$ cat config.mk
export PLATFORM = sky130hd
export DESIGN_NAME = irq_csr_view
export DESIGN_NICKNAME = d
export VERILOG_FILES = /design/src/rtl/irq_view_pkg.sv /design/src/rtl/irq_read_view.sv /design/src/rtl/irq_write_legalize.sv /design/src/rtl/irq_csr_view.sv
export SDC_FILE = /design/constraint.sdc
export NUM_CORES = 1
export LEC_CHECK = 0
export ABC_AREA = 1
export BUFFER_PORTS_ARGS = -buffer_cell sky130_fd_sc_hd__clkbuf_2
export CORE_MARGIN = 4
export CORE_UTILIZATION = 39
export DETAILED_ROUTE_END_ITERATION = 16
export HOLD_SLACK_MARGIN = 0.06
export PLACE_DENSITY_LB_ADDON = 0.25
export SLEW_MARGIN = 20
export SYNTH_ARGS = -nofsm -noshare
export SYNTH_HDL_FRONTEND = slang
export SYNTH_SLANG_ARGS = --single-unit
$ cat constraint.sdc
create_clock -name clk -period 0.9 [get_ports clk]
set_input_delay 0.045 -clock clk [delete_from_list [all_inputs] [get_ports clk]]
set_output_delay 0.045 -clock clk [all_outputs]
set_load 0.005 [all_outputs]
$ cat src/rtl/irq_view_pkg.sv
package irq_view_pkg;
  // interrupt bit positions shared by machine registers and supervisor views
  localparam int P_USI = 0;
  localparam int P_SSI = 1;
  localparam int P_MSI = 3;
  localparam int P_UTI = 4;
  localparam int P_STI = 5;
  localparam int P_MTI = 7;
  localparam int P_UEI = 8;
  localparam int P_SEI = 9;
  localparam int P_MEI = 11;
  // each machine-level bit sits this far above its supervisor counterpart
  localparam int FOLD_SHIFT = P_MSI - P_SSI;
  // supervisor-visible bits
  localparam int SV_BITS = (1 << P_USI) | (1 << P_SSI) | (1 << P_UTI) |
                           (1 << P_STI) | (1 << P_UEI) | (1 << P_SEI);
  // supervisor bits that receive a folded machine bit
  localparam int FOLD_BITS = (1 << P_SSI) | (1 << P_STI) | (1 << P_SEI);
  // all stored interrupt bits
  localparam int M_BITS = SV_BITS | (1 << P_MSI) | (1 << P_MTI) | (1 << P_MEI);
  // bits driven by hardware inputs
  localparam int HW_BITS = (1 << P_MTI) | (1 << P_MEI);
endpackage

$ cat src/rtl/irq_read_view.sv
module irq_read_view
  import irq_view_pkg::*;
#(
  parameter int XLEN   = 64,
  parameter int ADDR_W = 12,
  parameter logic [ADDR_W-1:0] MIE_A = 12'h304,
  parameter logic [ADDR_W-1:0] MIP_A = 12'h344,
  parameter logic [ADDR_W-1:0] SIE_A = 12'h104,
  parameter logic [ADDR_W-1:0] SIP_A = 12'h144
) (
  input  logic [ADDR_W-1:0] addr,
  input  logic              re,
  input  logic [XLEN-1:0]   mie,
  input  logic [XLEN-1:0]   mip,
  input  logic [XLEN-1:0]   deleg,
  output logic [XLEN-1:0]   rdata
);
  localparam logic [XLEN-1:0] SV_MASK   = XLEN'(SV_BITS);
  localparam logic [XLEN-1:0] FOLD_MASK = XLEN'(FOLD_BITS);

  logic [XLEN-1:0] sie_v, pend_del, sip_v;

  assign sie_v    = mie & deleg & SV_MASK;
  assign pend_del = mip & deleg;
  assign sip_v    = (pend_del | ((pend_del >> FOLD_SHIFT) & FOLD_MASK)) & SV_MASK;

  always_comb begin
    rdata = '0;
    if (re) begin
      case (addr)
        MIE_A:   rdata = mie;
        MIP_A:   rdata = mip;
        SIE_A:   rdata = sie_v;
        SIP_A:   rdata = sip_v;
        default: rdata = '0;
      endcase
    end
  end
endmodule

$ cat src/rtl/irq_write_legalize.sv
module irq_write_legalize
  import irq_view_pkg::*;
#(
  parameter int XLEN   = 64,
  parameter int ADDR_W = 12,
  parameter logic [ADDR_W-1:0] MIE_A = 12'h304,
  parameter logic [ADDR_W-1:0] MIP_A = 12'h344,
  parameter logic [ADDR_W-1:0] SIE_A = 12'h104,
  parameter logic [ADDR_W-1:0] SIP_A = 12'h144
) (
  input  logic [ADDR_W-1:0] addr,
  input  logic              we,
  input  logic [XLEN-1:0]   wdata,
  input  logic [XLEN-1:0]   deleg,
  input  logic [XLEN-1:0]   mie_q,
  input  logic [XLEN-1:0]   mip_q,
  input  logic              hw_timer,
  input  logic              hw_ext,
  output logic [XLEN-1:0]   mie_d,
  output logic [XLEN-1:0]   mip_d
);
  localparam logic [XLEN-1:0] SV_MASK  = XLEN'(SV_BITS);
  localparam logic [XLEN-1:0] M_MASK   = XLEN'(M_BITS);
  localparam logic [XLEN-1:0] HW_MASK  = XLEN'(HW_BITS);
  localparam logic [XLEN-1:0] SSI_MASK = XLEN'(1) << P_SSI;

  logic [XLEN-1:0] sie_sel, mip_sw, hw_vec;

  // enable bits the supervisor view may touch
  assign sie_sel = deleg & SV_MASK;

  always_comb begin
    mie_d  = mie_q;
    mip_sw = mip_q;
    if (we) begin
      case (addr)
        MIE_A: mie_d  = wdata & M_MASK;
        MIP_A: mip_sw = wdata & M_MASK;
        SIE_A: mie_d  = (mie_q & ~sie_sel) | (wdata & sie_sel);
        SIP_A: mip_sw = (mip_q & ~SSI_MASK) | (wdata & deleg & SSI_MASK);
        default: ;
      endcase
    end
  end

  // hardware levels win over any software value on their bits
  always_comb begin
    hw_vec = '0;
    hw_vec[P_MTI] = hw_timer;
    hw_vec[P_MEI] = hw_ext;
  end

  assign mip_d = (mip_sw & ~HW_MASK) | hw_vec;
endmodule

$ cat src/rtl/irq_csr_view.sv
module irq_csr_view
  import irq_view_pkg::*;
#(
  parameter int XLEN   = 64,
  parameter int ADDR_W = 12,
  parameter logic [ADDR_W-1:0] MIE_A = 12'h304,
  parameter logic [ADDR_W-1:0] MIP_A = 12'h344,
  parameter logic [ADDR_W-1:0] SIE_A = 12'h104,
  parameter logic [ADDR_W-1:0] SIP_A = 12'h144
) (
  input  logic              clk,
  input  logic              rst,
  input  logic [ADDR_W-1:0] csr_addr,
  input  logic [XLEN-1:0]   csr_wdata,
  input  logic              csr_we,
  input  logic              csr_re,
  output logic [XLEN-1:0]   csr_rdata,
  input  logic [XLEN-1:0]   deleg_mask,
  input  logic              hw_timer_pend,
  input  logic              hw_ext_pend
);
  localparam logic [XLEN-1:0] SV_MASK   = XLEN'(SV_BITS);
  localparam logic [XLEN-1:0] M_MASK    = XLEN'(M_BITS);
  localparam logic [XLEN-1:0] SIP_KEEP  = ~(XLEN'(HW_BITS) | (XLEN'(1) << P_SSI));

  logic [XLEN-1:0] mie_q, mip_q, mie_d, mip_d;

  irq_write_legalize #(
    .XLEN(XLEN), .ADDR_W(ADDR_W),
    .MIE_A(MIE_A), .MIP_A(MIP_A), .SIE_A(SIE_A), .SIP_A(SIP_A)
  ) u_wr (
    .addr(csr_addr), .we(csr_we), .wdata(csr_wdata), .deleg(deleg_mask),
    .mie_q(mie_q), .mip_q(mip_q),
    .hw_timer(hw_timer_pend), .hw_ext(hw_ext_pend),
    .mie_d(mie_d), .mip_d(mip_d)
  );

  always_ff @(posedge clk) begin
    if (rst) begin
      mie_q <= '0;
      mip_q <= '0;
    end else begin
      mie_q <= mie_d;
      mip_q <= mip_d;
    end
  end

  irq_read_view #(
    .XLEN(XLEN), .ADDR_W(ADDR_W),
    .MIE_A(MIE_A), .MIP_A(MIP_A), .SIE_A(SIE_A), .SIP_A(SIP_A)
  ) u_rd (
    .addr(csr_addr), .re(csr_re), .mie(mie_q), .mip(mip_q),
    .deleg(deleg_mask), .rdata(csr_rdata)
  );

  // registers are zero after a reset edge
  a_r1_reset_clears: assert property (@(posedge clk)
    rst |=> (mie_q == '0 && mip_q == '0));

  // supervisor views never expose bits outside the six positions
  a_r2_view_bits_only: assert property (@(posedge clk) disable iff (rst)
    (csr_addr == SIE_A || csr_addr == SIP_A) |-> ((csr_rdata & ~SV_MASK) == '0));

  // non-delegated enable bits hold across a supervisor enable write
  a_r4_sie_nondeleg_hold: assert property (@(posedge clk) disable iff (rst)
    (csr_we && csr_addr == SIE_A) |=>
      (((mie_q ^ $past(mie_q)) & ~($past(deleg_mask) & SV_MASK)) == '0));

  // supervisor pending write touches only the software bit
  a_r5_sip_only_ssi: assert property (@(posedge clk) disable iff (rst)
    (csr_we && csr_addr == SIP_A) |=> ((mip_q & SIP_KEEP) == ($past(mip_q) & SIP_KEEP)));

  // undefined bit positions never hold a one
  a_r6_undefined_zero: assert property (@(posedge clk) disable iff (rst)
    1'b1 |=> (((mie_q | mip_q) & ~M_MASK) == '0));

  // hardware levels land in the pending register each cycle
  a_r7_hw_follow: assert property (@(posedge clk) disable iff (rst)
    1'b1 |=> (mip_q[P_MTI] == $past(hw_timer_pend) && mip_q[P_MEI] == $past(hw_ext_pend)));

  // no read strobe, no data
  a_r8_idle_zero: assert property (@(posedge clk) disable iff (rst)
    !csr_re |-> (csr_rdata == '0));
endmodule

==> summary.md <==
| Metric | Value |
|---|---|
| Status | finished, violations left |
| Violated checks | setup timing |
| Synthesized Nets | 655 |
| CTS Root Cell | clkbuf_8 |
| Buffers on Ports | 99 |
| Cell count of the worst reg-to-reg path | 5 |
| Kind of critical path | in -> out |
| Nets | 796 |
| Min Hold Slack | 0.172 ns |
| Later-pin clock latency in the skew report | 0.33 ns |
| Vias per std cell | 4.62 |
| Die Span Y | 100 um |
| Minimum clock period | 1.35 ns |
| R2r startpoint | mip_q[3] |
| CP cell instances | buf_6 > inv_6 > nor2_4 > nand2_4 > nor2_4 > nand2_4 > nor2_8 > buf_12 > clkinv_8 > buf_12 > nor2_4 > clkbuf_2 |
| Die area | 0.0100 sq mm |
| Distinct cells, synth | 21 |
| Most frequent cells in the layout | nand2_1 (161), nor2_1 (89), dfxtp_1 (68) |
| Syn Std Cell Area | 0.00331 sq mm |
| Synth Register Bits | 73 |
| Antenna Diode Count | 0 |
| Worst Setup SP | csr_addr[8] |
| Mux contribution to synthesized area | 0% |
| Slew Limit Headroom | 81.8% |
| Fin Clk Skew | 0 ns |
| Capturing point of the worst reg2reg path | mip_q[3] |
| First-pass GRT wire length | 14.6 mm |
| Total gr overflow | 0 |
| Post-synthesis compound-gate area fraction | 1.51% |
| Total Routed Length | 9.49 mm |
| Commonest non-fill, non-tap cell in the layout | nand2_1 |
| Switching Fraction | 23.9% |
| CP Data Required Time | 0.85 ns |
| Final setup vio count | 73 |
| Synth Area in Simple Gates | 45.7% |
| Total Routing Usage GR | 17.9% |
| Worst slew pin tran | 0.274 ns |
| RSZ-0062 raised after global routing | yes |
| CTS max path bufs | 2 |
| Die Width | 100 um |
| Fin area | 0.00521 sq mm |
| TritonCTS Buffers | 9 |
| Initial Utilization | 40.1% |
| Reg2reg setup slack | 0.14 ns |
| Combinational family with the most area after synthesis | simple AND/OR/NAND/NOR gates |
| Final setup margin | -0.448 ns |
| Area Growth Syn to Fin | 57.3% |
| Synth Area in Adders | 0% |
| DP Wirelength | 5.93 mm |
| PD cells | 1210 mW/mm^2 |
| Critical Path Sink Type | primary output |
| Syn avg cell area | 6.51 sq um |
| DRT Pass-1 Iters | 5 |
| Max Fclk | 742 MHz |
| Pre-CTS setup slack | -0.374 ns |
| CTS tree | done |
| Clock sinks | 73 |
| Syn Inst Count | 509 |
| IO Pins | 210 |
| H-tree depth | 3 |
| Pwr Total | 6.32 mW |
| Vias in the first global route | 3161 |
| Net Switching | 1.51 mW |
| Placed instance count | 715 |
| Max Cap Viol | 0 |
| Final period utilization | 150% |
| First DRT Iteration DRCs | 146 |
| Layout cells sized above 1 | 40.3% |
| Sequential share of power | 51.2% |
| Xor/xnor share of the synthesized area | 0% |
| Storage element area | 0.00147 sq mm |
| Placed cell areas | 0.00430 sq mm |
| Arrival time at the worst endpoint | 1.30 ns |
| Clock power share | 41.6% |
| Clock transition at path regs | 0.08 ns |
| Routability cong. | 0.939 |
| WL per Instance | 12.5 um |
| Number of synthesis warnings | 0 |
| Cell mode on critical path | nor2_4 |
| Number of hold violations in the final report | 0 |
| Slew Limit Fails | 0 |
| Total number of vias | 3511 |
| HP Class | in -> reg |
| Row count | 33 |
| Hold path startpoint | rst |
| Core ar. | 0.00826 sq mm |
| VDD IR-drop max | 814 uV |
| Slowest stage cell, crit path | nor2_4 |
| Post-Layout Cell Count | 760 |
| Worst-path fanout max | 7 |
| Combinational share of power | 7.1% |
| Min-Delay Path Depth | 3 |
| Initial antenna violation count | 0 |
| CP Launch Type | input pin |
| Multi-input logic area | 0.00202 sq mm |
| DRC violations left | 0 |
| Register area share after synthesis | 44.1% |
| Fill cell count | 738 |
| Largest net degree at the start of global routing | 62 |
| Post-DRT Antenna Nets | 0 |
| Leakage | 2.20 nW |
| Internal power | 4.80 mW |
| Hold Path End | mip_q[47] |
| Worst path max stage delay | 0.16 ns |
## critical path: cells and delay by family
kind,cells,cell delay (ns)
buf+inv,6,0.56
simple gates,6,0.69
## layout make-up
cell class	instances	share of cell area, %
clock inverters	5	1.20
repair inverters	1	0.312
flip-flops and latches	73	28.2
repair buffers	156	23.0
well taps	105	2.52
clock buffers	11	2.71
inverters	39	3.26
multi-input cells	370	38.8
## power groups by stage
| stage | clock (mW) | sequential (mW) | combinational (mW) |
|---|---|---|---|
| after floorplan | 0 | 3.31 | 0.156 |
| after global placement | 0 | 3.31 | 0.341 |
| after detailed placement | 0 | 3.31 | 0.340 |
| after CTS | 2.68 | 3.24 | 0.406 |
| after global routing | 2.82 | 3.24 | 0.485 |
| final | 2.63 | 3.24 | 0.451 |
## repair_timing
action                     4_1_cts  5_1_grt
hold endpoints to repair        19        0
gates cloned                     2        0
hold buffers                    12        0
resized for setup               34      104
setup buffers                    8        8
pin swaps                       13       19
setup endpoints to repair       66       79
## Yosys cell counts, drive strengths merged
library cell  number  area [sq um]
a21oi              3          15.0
buf                9          73.8
clkbuf            18          67.6
dfxtp             73          1460
inv               39           146
nand2            171           649
nand3              6          30.0
nand4             15           100
nor2             160           684
nor3               3          20.0
o21ai              7          35.0
or2                5          31.3
## through the flow
| step | TNS, ns | utilization [%] |
|---|---|---|
| after detailed placement | -38.60 | 52.0 |
| after floorplan | -3.39 | - |
| after global placement | -36.33 | 52.0 |
| after global routing | -33.59 | 63.1 |
| final | -28.24 | 63.1 |
| after CTS | -18.96 | 58.6 |
## cells by family after synthesis
kind of cell / Yosys count
simple gates: 360
compound gates: 10
buf+inv: 66
flops: 73
## routing by layer
metal / global-route usage, % / part of all wire (%)
met5: 0 / 0
met2: 29.7 / 48
met1: 23.2 / 44
met4: 6.32 / 1.3
met3: 3.61 / 7.2
## registers in the layout, indices dropped and copies added (netlist names)
name / count
mip_q: 64
mie_q: 9
## worst max path at each step
stage / end / slack, ns / depth (start not counted)
2_1_floorplan: mip_q[0] / -0.09 / 8
3_3_place_gp: csr_rdata[36] / -0.36 / 10
3_5_place_dp: csr_rdata[33] / -0.37 / 10
4_1_cts: csr_rdata[42] / -0.35 / 11
5_1_grt: csr_rdata[42] / -0.52 / 11
6_report: csr_rdata[42] / -0.45 / 12
(Power assumes the default switching activity.)
